<file path="src/rtl/rls_pkg.sv">
package rls_pkg;

    localparam int TYPE_W = 3;
    localparam logic [TYPE_W-1:0] TYPE_REG_WRITE = 3'b101;
    localparam logic [TYPE_W-1:0] TYPE_ACCEL     = 3'b110;

    // frame of an acceleration command: start, type, control, stop
    localparam int ACCEL_LEN = 1 + TYPE_W + 1 + 1;

    typedef enum logic {
        CMD_REG_WRITE = 1'b0,
        CMD_ACCEL     = 1'b1
    } cmd_kind_e;

    typedef enum logic [1:0] {
        SH_IDLE = 2'd0,
        SH_SEND = 2'd1,
        SH_STOP = 2'd2
    } sh_state_e;

    typedef enum logic {
        ARB_FREE = 1'b0,
        ARB_HELD = 1'b1
    } arb_state_e;

    function automatic int reg_write_len(input int addr_w, input int data_w);
        return 1 + TYPE_W + addr_w + data_w + 1;
    endfunction

endpackage

</file>
<file path="src/rtl/rls_frame_build.sv">
module rls_frame_build
    import rls_pkg::*;
#(
    parameter int ADDR_W  = 4,
    parameter int DATA_W  = 8,
    parameter int FRAME_W = reg_write_len(ADDR_W, DATA_W),
    parameter int CNT_W   = $clog2(FRAME_W + 1)
) (
    input  logic               kind,
    input  logic [ADDR_W-1:0]  addr,
    input  logic [DATA_W-1:0]  data,
    input  logic               accel_on,
    output logic [FRAME_W-1:0] frame,   // bit 0 of the frame sits at the MSB
    output logic [CNT_W-1:0]   frame_len
);

    localparam int PAD_W = FRAME_W - ACCEL_LEN;

    logic [FRAME_W-1:0] write_frame;
    logic [FRAME_W-1:0] accel_frame;

    assign write_frame = {1'b1, TYPE_REG_WRITE, addr, data, 1'b0};

    generate
        if (PAD_W > 0) begin : g_accel_pad
            assign accel_frame = {1'b1, TYPE_ACCEL, accel_on, 1'b0, {PAD_W{1'b0}}};
        end else begin : g_accel_nopad
            assign accel_frame = {1'b1, TYPE_ACCEL, accel_on, 1'b0};
        end
    endgenerate

    always_comb begin
        frame     = '0;
        frame_len = '0;
        unique case (cmd_kind_e'(kind))
            CMD_REG_WRITE: begin
                frame     = write_frame;
                frame_len = CNT_W'(FRAME_W);
            end
            CMD_ACCEL: begin
                frame     = accel_frame;
                frame_len = CNT_W'(ACCEL_LEN);
            end
            default: begin
                frame     = '0;
                frame_len = '0;
            end
        endcase
    end

endmodule

</file>
<file path="src/rtl/rls_shifter.sv">
module rls_shifter
    import rls_pkg::*;
#(
    parameter int FRAME_W = 17,
    parameter int CNT_W   = $clog2(FRAME_W + 1)
) (
    input  logic               clk,
    input  logic               rst,
    input  logic               load_valid,
    input  logic [FRAME_W-1:0] load_frame,
    input  logic [CNT_W-1:0]   load_len,
    output logic               load_ready,
    output logic               line_busy,
    output logic               line_out
);

    localparam int SH_W = FRAME_W - 1;

    sh_state_e        state_q;
    sh_state_e        state_d;
    logic [CNT_W-1:0] left_q;     // bits still to drive after the current one
    logic [SH_W-1:0]  shreg_q;
    logic             line_q;
    logic             accept;

    assign accept = load_valid && (state_q == SH_IDLE);

    // next-state logic
    always_comb begin
        state_d = state_q;
        unique case (state_q)
            SH_IDLE: if (accept)                  state_d = SH_SEND;
            SH_SEND: if (left_q == CNT_W'(1))     state_d = SH_STOP;
            SH_STOP:                              state_d = SH_IDLE;
            default:                              state_d = SH_IDLE;
        endcase
    end

    // state register
    always_ff @(posedge clk) begin
        if (rst) state_q <= SH_IDLE;
        else     state_q <= state_d;
    end

    // shift datapath
    always_ff @(posedge clk) begin
        if (rst) begin
            line_q  <= 1'b0;
            left_q  <= '0;
            shreg_q <= '0;
        end else begin
            unique case (state_q)
                SH_IDLE: begin
                    if (accept) begin
                        line_q  <= load_frame[FRAME_W-1];
                        shreg_q <= load_frame[FRAME_W-2:0];
                        left_q  <= load_len - CNT_W'(1);
                    end else begin
                        line_q  <= 1'b0;
                    end
                end
                SH_SEND: begin
                    line_q  <= shreg_q[SH_W-1];
                    shreg_q <= {shreg_q[SH_W-2:0], 1'b0};
                    left_q  <= left_q - CNT_W'(1);
                end
                SH_STOP: begin
                    line_q  <= 1'b0;
                    left_q  <= '0;
                end
                default: line_q <= 1'b0;
            endcase
        end
    end

    // outputs
    always_comb begin
        load_ready = (state_q == SH_IDLE);
        line_busy  = (state_q != SH_IDLE);
        line_out   = line_q;
    end

endmodule

</file>
<file path="src/rtl/rls_arb_gate.sv">
module rls_arb_gate
    import rls_pkg::*;
#(
    parameter int CTL_W = 2
) (
    input  logic             clk,
    input  logic             rst,
    input  logic [CTL_W-1:0] ctl,
    input  logic             frame_busy,
    input  logic             issue,
    input  logic             lost,
    input  logic             won,
    output logic             allowed,
    output logic             outstanding
);

    localparam logic [CTL_W-1:0] CTL_IDLE = '0;

    arb_state_e state_q;
    arb_state_e state_d;
    logic       idle_now;
    logic       idle_q;     // control code was idle in the previous clock
    logic       open_c;

    assign idle_now = (ctl == CTL_IDLE);
    assign open_c   = idle_now && idle_q && !frame_busy && (state_q == ARB_FREE);

    always_ff @(posedge clk) begin
        if (rst) idle_q <= 1'b0;
        else     idle_q <= idle_now;
    end

    // next-state logic
    always_comb begin
        state_d = state_q;
        unique case (state_q)
            ARB_FREE: if (issue && open_c) state_d = ARB_HELD;
            ARB_HELD: if (lost || won)     state_d = ARB_FREE;
            default:                       state_d = ARB_FREE;
        endcase
    end

    // state register
    always_ff @(posedge clk) begin
        if (rst) state_q <= ARB_FREE;
        else     state_q <= state_d;
    end

    // outputs
    always_comb begin
        allowed     = open_c;
        outstanding = (state_q == ARB_HELD);
    end

endmodule

</file>
<file path="src/rtl/req_line_serializer.sv">
module req_line_serializer
    import rls_pkg::*;
#(
    parameter int ADDR_W = 4,
    parameter int DATA_W = 8,
    parameter int CTL_W  = 2
) (
    input  logic              clk,
    input  logic              rst,
    input  logic              cmd_valid,
    output logic              cmd_ready,
    input  logic              cmd_kind,
    input  logic [ADDR_W-1:0] cmd_addr,
    input  logic [DATA_W-1:0] cmd_data,
    input  logic              cmd_accel_on,
    input  logic [CTL_W-1:0]  ctl_code,
    input  logic              arb_issue,
    input  logic              arb_lost,
    input  logic              arb_won,
    output logic              arb_allowed,
    output logic              arb_outstanding,
    output logic              req_line
);

    localparam int FRAME_W = reg_write_len(ADDR_W, DATA_W);
    localparam int CNT_W   = $clog2(FRAME_W + 1);

    logic [FRAME_W-1:0] frame;
    logic [CNT_W-1:0]   frame_len;
    logic               busy;

    rls_frame_build #(
        .ADDR_W  (ADDR_W),
        .DATA_W  (DATA_W),
        .FRAME_W (FRAME_W),
        .CNT_W   (CNT_W)
    ) i_build (
        .kind      (cmd_kind),
        .addr      (cmd_addr),
        .data      (cmd_data),
        .accel_on  (cmd_accel_on),
        .frame     (frame),
        .frame_len (frame_len)
    );

    rls_shifter #(
        .FRAME_W (FRAME_W),
        .CNT_W   (CNT_W)
    ) i_shift (
        .clk        (clk),
        .rst        (rst),
        .load_valid (cmd_valid),
        .load_frame (frame),
        .load_len   (frame_len),
        .load_ready (cmd_ready),
        .line_busy  (busy),
        .line_out   (req_line)
    );

    rls_arb_gate #(
        .CTL_W (CTL_W)
    ) i_gate (
        .clk         (clk),
        .rst         (rst),
        .ctl         (ctl_code),
        .frame_busy  (busy),
        .issue       (arb_issue),
        .lost        (arb_lost),
        .won         (arb_won),
        .allowed     (arb_allowed),
        .outstanding (arb_outstanding)
    );

endmodule

</file>
<file path="config.mk">
export PLATFORM = sky130hd
export DESIGN_NAME = req_line_serializer
export DESIGN_NICKNAME = d
export VERILOG_FILES = /design/src/rtl/rls_pkg.sv /design/src/rtl/rls_frame_build.sv /design/src/rtl/rls_shifter.sv /design/src/rtl/rls_arb_gate.sv /design/src/rtl/req_line_serializer.sv
export SDC_FILE = /design/constraint.sdc
export NUM_CORES = 1
export LEC_CHECK = 0
export BUFFER_PORTS_ARGS = -buffer_cell sky130_fd_sc_hd__buf_4
export CAP_MARGIN = 20
export CORE_MARGIN = 2
export CORE_UTILIZATION = 30
export DETAILED_ROUTE_END_ITERATION = 16
export MAX_ROUTING_LAYER = met4
export PLACE_DENSITY = 0.48
export RECOVER_POWER = 50
export SLEW_MARGIN = 20
export SYNTH_ARGS = -nofsm -noshare
export SYNTH_HDL_FRONTEND = slang
export SYNTH_HIERARCHICAL = 1
export SYNTH_SLANG_ARGS = --single-unit
</file>
<file path="constraint.sdc">
create_clock -name clk -period 1.7 [get_ports clk]
set_clock_uncertainty 0.05 [all_clocks]
set_input_delay 0.17 -clock clk [delete_from_list [all_inputs] [get_ports clk]]
set_output_delay 0.17 -clock clk [all_outputs]
set_load 0.02 [all_outputs]
</file>
# Word level (Yosys, flattened, before mapping)
# Index checks and enable logic that the tools add are counted.
word_totals:
  ramBits: 0
  input_bits: 22
  output_inout_bits: 4
  regBits: 26
  rom_bits: 0
  latchBits: 0
  memories: 0
classes:
  n_bitwise: 2
  order_cmp: 0
  add_sub_neg: 2
  reduce_logical: 15
  mul: 0
  n_mux: 14
  div_mod_pow: 0
  shift: 0
  n_eq_ne: 5
ops:
  columns: ["operator", "count"]
  rows:
  - ["case mux 17 bit (2 select lines)", 1]
  - ["case mux 16 bit (2 select lines)", 1]
  - ["two-way mux 16 bit", 1]
  - ["case mux 5 bit (3 select lines)", 1]
  - ["case mux 5 bit (2 select lines)", 1]
  - ["subtractor 5 x 1 -> 5 bit, second input constant", 2]
  - ["AND reduction 2 bit", 3]
  - ["== test 5 x 1 -> 1 bit, second input constant", 1]
  - ["logical AND 1 bit", 5]
  - ["two-way mux 5 bit", 1]
  - ["zero test 2 bit", 2]
  - ["two-way mux 2 bit", 2]
  - ["inequality test 2 x 1 -> 1 bit, second input constant", 2]
  - ["case mux 1 bit (2 select lines)", 2]
  - ["case mux 2 bit (2 select lines)", 1]
  - ["nonzero test 2 bit", 2]
  - ["two-way mux 1 bit", 3]
  - ["nonzero test 3 bit", 1]
  - ["== test 2 x 1 -> 1 bit, second input constant", 1]
  - ["== test 2 bit, second input constant", 1]
  - ["NOT 1 bit", 2]
  - ["zero test 1 bit", 1]
  - ["logical OR 1 bit", 1]

# Longest topological paths before layout
# Gate-level depths: netlist (run 1).
depth:
  ltp_word: 7
  mapped_depth: 9
  mapped_depth_nobuf: 7

# By module
# The synthesis (run 1) kept the hierarchy.
modules_own_cells:
  columns: ["mod", "cells_per_inst", "seq_area_each_um2", "area_each_um2", "n_inst"]
  rows:
  - ["rls_shifter", 140, 480.5, 1263.7, 1]
  - ["rls_frame_build", 25, 0.0, 198.9, 1]
  - ["rls_arb_gate", 8, 40.0, 96.3, 1]

# Worst setup path after synthesis (run 1)
# Ideal clock, no wire load.
synth_path:
  kind: "register to register"
  start: "register i_shift.state_q[0]"
  end: "register i_shift.left_q[3]"
  arrival_ps: 1470
  synth_period_minus_slack_ps: 1613
  path_slack_ps: 87
  setup_time_ps: 92
  path_stages_with_launch: 6
  path_cell_list: "dfxtp_1 inv_1 ha_1 nor2b_1 or3_1 o32ai_1"
synth_between:
  elab_chain_cells: 4
  word_cells_on_any_way: 8
synth_rtl:
  columns: ["element", "line_no", "text"]
  rows:
  - ["start: declaration", "rls_shifter.sv:19", "sh_state_e state_q;"]
  - ["start signal: assignment", "rls_shifter.sv:42", "else state_q <= state_d;"]
  - ["zero test 2 bit (*)", null, null]
  - ["via cmd_ready", "req_line_serializer.sv:11", "output logic cmd_ready,"]
  - ["logical AND 1 bit", "rls_shifter.sv:26", "assign accept = load_valid && (state_q == SH_IDLE);"]
  - ["inequality test 2 x 1 -> 1 bit (no source line)", null, null]
  - ["AND reduction 2 bit (no source line)", null, null]
  - ["end signal: assignment", "rls_shifter.sv:57", "left_q <= load_len - CNT_W'(1);"]
  - ["end signal: assignment", "rls_shifter.sv:65", "left_q <= left_q - CNT_W'(1);"]
  - ["end: declaration", "rls_shifter.sv:21", "logic [CNT_W-1:0] left_q;"]
# The timed path passes the listed nets; every way through them passes the cells marked *.
# A chain may end at the register's enable or synchronous reset.

# Worst setup path after layout (run 1)
layout_path:
  start: "register i_shift.state_q[1]"
  end: "output arb_allowed"
layout_between:
  elab_chain_cells: 4
layout_rtl:
  columns: ["element", "line_no", "text"]
  rows:
  - ["nonzero test 2 bit", "rls_shifter.sv:79", "line_busy = (state_q != SH_IDLE);"]
  - ["via busy", "req_line_serializer.sv:30", "logic busy;"]
  - ["zero test 1 bit", "rls_arb_gate.sv:26", "assign open_c = idle_now && idle_q && !frame_busy && (state_q == ARB_FREE);"]
  - ["logical AND 1 bit (2 in series)", "rls_arb_gate.sv:26", null]
  - ["end: declaration", "req_line_serializer.sv:20", "output logic arb_allowed,"]
# The timed path passes the listed nets, and every way through them passes these cells.

==> results of run 1 <==
## where the power goes
part | leakage [uW] | total [uW] | internal [uW] | switching (uW)
sequential | 0.000216 | 830 | 742 | 88.6
clock | 0.0000288 | 415 | 207 | 208
combinational | 0.000500 | 832 | 392 | 440
## cell usage in the layout (no fill, tap or decap), drive strengths merged
| cell | n |
|---|---|
| inv | 10 |
| o21ai | 4 |
| nor2b | 10 |
| a21oi | 3 |
| o311a | 1 |
| or3 | 1 |
| a211oi | 18 |
| mux2 | 2 |
| a21o | 1 |
| o31a | 1 |
| buf | 29 |
| xnor2 | 3 |
| o32ai | 1 |
| nand2b | 2 |
| a2bb2oi | 1 |
| clkbuf | 7 |
| and2b | 2 |
| dfxtp | 26 |
| ha | 7 |
| nor3 | 3 |
| nor4b | 3 |
| a32oi | 1 |
| o22ai | 3 |
| conb | 4 |
| a31oi | 2 |
| nor3b | 4 |
| nor2 | 27 |
| nand2 | 1 |
| mux2i | 16 |
## stage by stage
step                utilization, %  TNS [ps]  area (sq um)
floorplan                        -         0          1570
global placement              34.3         0          1740
detailed placement            34.3         0          1740
CTS                           35.8         0          1820
global route                  36.1      -181          1830
finish                        36.1         0          1830
## critical path, delay by kind of cell (launching register included)
| kind | cells | cell delay (ps) |
|---|---|---|
| flops | 1 | 370 |
| buf+inv | 3 | 270 |
| fa+ha+maj | 1 | 160 |
| simple gates | 2 | 380 |
## what timing repair did
action | in CTS | in global routing
pin swaps | 0 | 2
resized for setup | 6 | 4
setup buffers | 0 | 3
setup endpoints to repair | 1 | 4
hold endpoints to repair | 0 | 0
## flip-flops by register name, indices dropped and copies added, names as in the netlist
signal,cells
i_shift/left_q,5
i_shift/state_q,2
i_shift/shreg_q,16
i_shift/line_out,1
i_gate/outstanding,1
i_gate/idle_q,1
## worst max path at each step
stage,slack [ps],startpoint,endpoint
2_1_floorplan,90,i_shift/state_q[0],i_shift/left_q[3]
3_3_place_gp,130,i_shift/state_q[0],i_shift/left_q[3]
3_5_place_dp,20,i_shift/state_q[0],i_shift/left_q[3]
4_1_cts,1,i_shift/state_q[1],arb_allowed
5_1_grt,-80,i_shift/state_q[1],arb_allowed
6_report,20,i_shift/state_q[1],arb_allowed
## logic make-up after synthesis
group / synth area share [%]
AOI/OAI and AO/OA: 16.3
other: 0.482
and+or+nand+nor: 19.7
buffers and inverters: 10.7
adders and majority gates: 5.62
xor gates and xnor gates: 1.69
DFF: 33.4
muxes: 12.2
## final cells by class
type                       count  area, sq um  area share (%)
sequential                    26          526            28.6
inverter                      10         40.0            2.18
clock buffer                   4         55.1            3.00
multi-input combinational    121          897            48.9
tap                           70         87.6            4.77
timing repair buffer          32          229            12.5
## layer usage
layer	vias up	share of wire, %
met1	592	46
met4	0	0.50
met3	2	3.9
met5	-	0
met2	23	49
li1	635	-
==> metrics.txt, run 1 <==
most used routing layer=met2; slowest CP cell=dfxtp_4; I/O Buffers=25; met2 Use GR=20.3%; vias in the first global route=1206; Nets=223; Clock Root Buffer=clkbuf_8; Post-synth EDFFs=0; TritonRoute pass-1 iters=4; met1 usage=14.4%; vias post-DR=1252; Synth Register Bits=26; # rows=26; die width=76.1 um; Syn-to-layout area delta=17.7%; RSZ-0062 raised after global routing=yes; Pwr Total=2080 uW; Die H=76.1 um; share of post-route cells with drive strength above 1=28.0%; fmax=595 MHz; Post-Syn Area per Cell=9.01 sq um; Slew Limit Fails=0; Worst Setup Path Type=register to output port; final setup fails=0; top cells by count, synth=nor2_1, dfxtp_1, a211oi_1, mux2i_1, buf_4; Finished Layout Cells=263; Top FF cell, synth=dfxtp_1; setup ws final=19.7 ps; clk sinks=26; Worst-Skew Late Latency=280 ps; Hold Path Origin=ctl_code[1]; CTS tree=yes; # diodes=0; most common cell in the synthesized netlist=nor2_1; Initial Utilization=30.7%; Place WS=24.4 ps; largest net degree at the start of global routing=33; hold buffer count at CTS=0; Die ar.=5790 sq um; worst slew pin tran=1270 ps; gpl congestion=0.772; Leakage=0.000745 uW; DRC violations left=0; Fin. Hold Viols=0; DR iter-0 viols=37; synthesized instance count=173; DP HPWL=2310 um; Wirelength per Cell=12.3 um; hold_ws=23.8 ps; R2R Setup Slk=90 ps; crit path DAT=1460 ps; Synth Warn #=6; cells along the critical path=inv_4 > ha_4 > inv_2 > nor3b_2 > nor3b_2 > buf_4; worst-path fanout max=5; CP Capture Type=output port; Bufs on Longest Clock Path=2; Post-synth ARST share=0%; core area=5070 sq um; Routed WL=3230 um; total I/O pin count=26; Netlist cell types=35; slew margin rel.=15.0%; Fill cells=549; top cells by area, synth=dfxtp_1, mux2i_1, a211oi_1, nor2_1, buf_4; Detail Route Antenna Nets=0; max incr delay on CP=370 ps; dpl cells=256; reg2reg end=i_shift/shreg_q[0]; crit path launch type=register; Clock H-tree levels=1; r2r worst-path depth=7; RR Startpoint=i_shift/state_q[0]; initial antenna violation count=0; first-pass GRT wire length=5540 um; Post-Syn Area=1560 sq um; top cell type's share of synthesized area=33.4%; CTS clk-pin slew, worst paths=100 ps; Cells on Worst Hold Path=2; Final Critical Period=1680 ps; outcome=finished clean; cell mode on critical path=nor3b_2; GRT Total Usage=11.9%; CTS Buf Count=3; Hold Path Sink=i_gate/idle_q; Pwr per Cell Area=1130 nW/um^2; global route overflow=0; worst path required time=1480 ps; Final period util=98.8%; Max-cap violations=0; vias per cell=4.76; post-synthesis sequential area ratio=33.4%; largest area contributor in the netlist=dfxtp_1; min-delay worst type=input port to register; met3 usage=3.08%; maximum VDD drop=0.000420 V
Power figures use the tool's default switching activity.
==> run 2: changes to the inputs <==
- RECOVER_POWER: 50 -> not set
- SETUP_SLACK_MARGIN: not set -> 0.05
==> metrics.txt, run 2 (synthesis results as in run 1) <==
outcome=finished clean; P_int=1390 uW (+3.9%); share of post-route cells with drive strength above 1=35.0% (+7.0 points); vias post-DR=1299 (+3.8%); Leakage=0.000787 uW (+5.7%); hold_ws=26.6 ps (+2.84 ps); R2R Setup Slk=80 ps (about the same); commonest cells after routing, fill and taps aside=buf_4, nor2_1, dfxtp_1; # diodes=0 (unchanged); GRT Total Usage=12.2% (+0.31 points); max incr delay on CP=350 ps (-20 ps); Worst-Skew Late Latency=270 ps (about the same); crit path launch type=register; Bufs on Longest Clock Path=2 (unchanged); # rows=26 (unchanged); Comb power frac=43.3% (+3.2 points); TritonRoute pass-1 iters=6 (+2); vias in the first global route=1241 (+2.9%); Worst Setup Path Type=register to output port; Clock H-tree levels=1 (unchanged); Seq pwr share=37.9% (-2.1 points); DP HPWL=2310 um (unchanged); Place WS=24.4 ps (unchanged); die width=76.1 um (unchanged); slowest CP cell=dfxtp_2; Pwr Total=2190 uW (+5.3%); CP endpoint=arb_allowed; Most flops, register=i_shift/shreg_q; clk sinks=26 (unchanged); final core occ=38.1% (+1.9 points); total I/O pin count=26 (unchanged); Clock power frac=18.8% (-1.2 points); RSZ-0062 raised after global routing=yes; gpl congestion=0.772 (unchanged); CTS clk-pin slew, worst paths=90 ps (about the same); Slew Limit Fails=0 (unchanged); fmax=614 MHz (+3.2%); RR Startpoint=i_shift/state_q[1]; worst-path fanout max=3 (-2); DR iter-0 viols=58 (+57%); Finished Layout Cells=267 (+1.5%); Max-cap violations=0 (unchanged); Die ar.=5790 sq um (unchanged); max FFs per register=16 (unchanged); Pwr per Cell Area=1130 nW/um^2 (-0.11%); crit path DAT=1410 ps (-50 ps); commonest non-fill, non-tap cell in the layout=buf_4; global route overflow=0 (unchanged); Final period util=95.7% (-3.1 points); cell mode on critical path=nor3b_2; Clock Root Buffer=clkbuf_8; Syn-to-layout area delta=24.0%; reg2reg end=i_shift/left_q[3]; dpl cells=256 (unchanged); DRC violations left=0 (unchanged); hold buffer count at CTS=0 (unchanged); setup ws final=72.5 ps (+52.8 ps); cells along the critical path=inv_4 > ha_4 > inv_2 > nor3b_2 > nor3b_2 > buf_4; worst path required time=1480 ps (about the same); Detail Route Antenna Nets=0 (unchanged); Wirelength per Cell=13.4 um (+9.3%); maximum VDD drop=0.000512 V (+22%); Die H=76.1 um (unchanged); Routed WL=3580 um (+11%); largest registers=i_shift/shreg_q: 16 flops, i_shift/left_q: 5 flops, i_shift/state_q: 2 flops; Final Critical Period=1630 ps (-52.8 ps); first-pass GRT wire length=5690 um (+2.6%); I/O Buffers=25 (unchanged); vias per cell=4.87 (+2.2%); initial antenna violation count=0 (unchanged); Nets=227 (+1.8%); min-delay worst type=input port to register; Initial Utilization=30.7% (unchanged); largest net degree at the start of global routing=33 (unchanged); final setup fails=0 (unchanged); core area=5070 sq um (unchanged); Switch Pwr=793 uW (+7.7%); CP Capture Type=output port; r2r worst-path depth=6 (-1); Fin. Hold Viols=0 (unchanged); sw frac=36.3% (+0.82 points); CTS tree=yes; CTS Buf Count=3 (unchanged); Critical Path Start=i_shift/state_q[1]
==> run 2: changes by cell type in the layout (fill, tap and decap cells not counted), moves of 2 or more <==
cell	previous run	this run
buf_4	29	34
clkbuf_1	3	0
ha_1	6	4
ha_2	0	2
==> run 2: cell type report <==
class                      instances  area, sq um
fill                             542         3140
multi-input combinational        122          961
sequential                        26          523
timing repair buffer              35          267
tap                               70         87.6
clock buffer                       4         55.1
inverter                          10         40.0
==> run 2: repair_timing <==
action                                  in CTS  in global routing
endpoints found under the setup margin       2                 15
pin swaps                                    1                  4
buffers inserted                             4                  2
resized for setup                            7                 13
gates cloned                                 0                  1
==> run 2: worst min path at each step <==
stage	startpoint	end	slack [ps]	cells past startpoint
floorplan	rst	i_gate/idle_q	190	1
global placement	ctl_code[1]	i_gate/idle_q	320	2
detailed placement	ctl_code[1]	i_gate/idle_q	320	2
CTS	ctl_code[1]	i_gate/idle_q	20	2
global route	ctl_code[0]	i_gate/idle_q	10	2
finish	ctl_code[1]	i_gate/idle_q	30	2
==> run 2: metrics by stage <==
stage               setup TNS, ps  instance area (sq um)
global placement                0                   1740
CTS                             0                   1850
global route                -26.3                   1930
finish                          0                   1930
detailed placement              0                   1740
floorplan                       0                   1570
==> run 2: critical path, delay by kind of cell (launching register included) <==
kind,cells,cell delay (ps)
buf+inv,3,260
simple gates,2,390
fa+ha+maj,1,130
flops,1,350
==> run 2: power groups by stage <==
stage               clock network (uW)  logic (uW)  registers (uW)
global placement                     0         766             835
finish                             411         948             828
detailed placement                   0         785             839
floorplan                            0         642             820
global route                       457        1030             845
CTS                                430         840             824
==> run 2: per-layer routing <==
| metal | vias to the layer above | track usage, % | part of all wire, % |
|---|---|---|---|
| li1 | 639 | - | - |
| met1 | 620 | 14.6 | 46 |
| met2 | 34 | 21.1 | 48 |
| met3 | 6 | 3.08 | 4.7 |
| met4 | 0 | 2.18 | 1.0 |
| met5 | - | - | 0 |
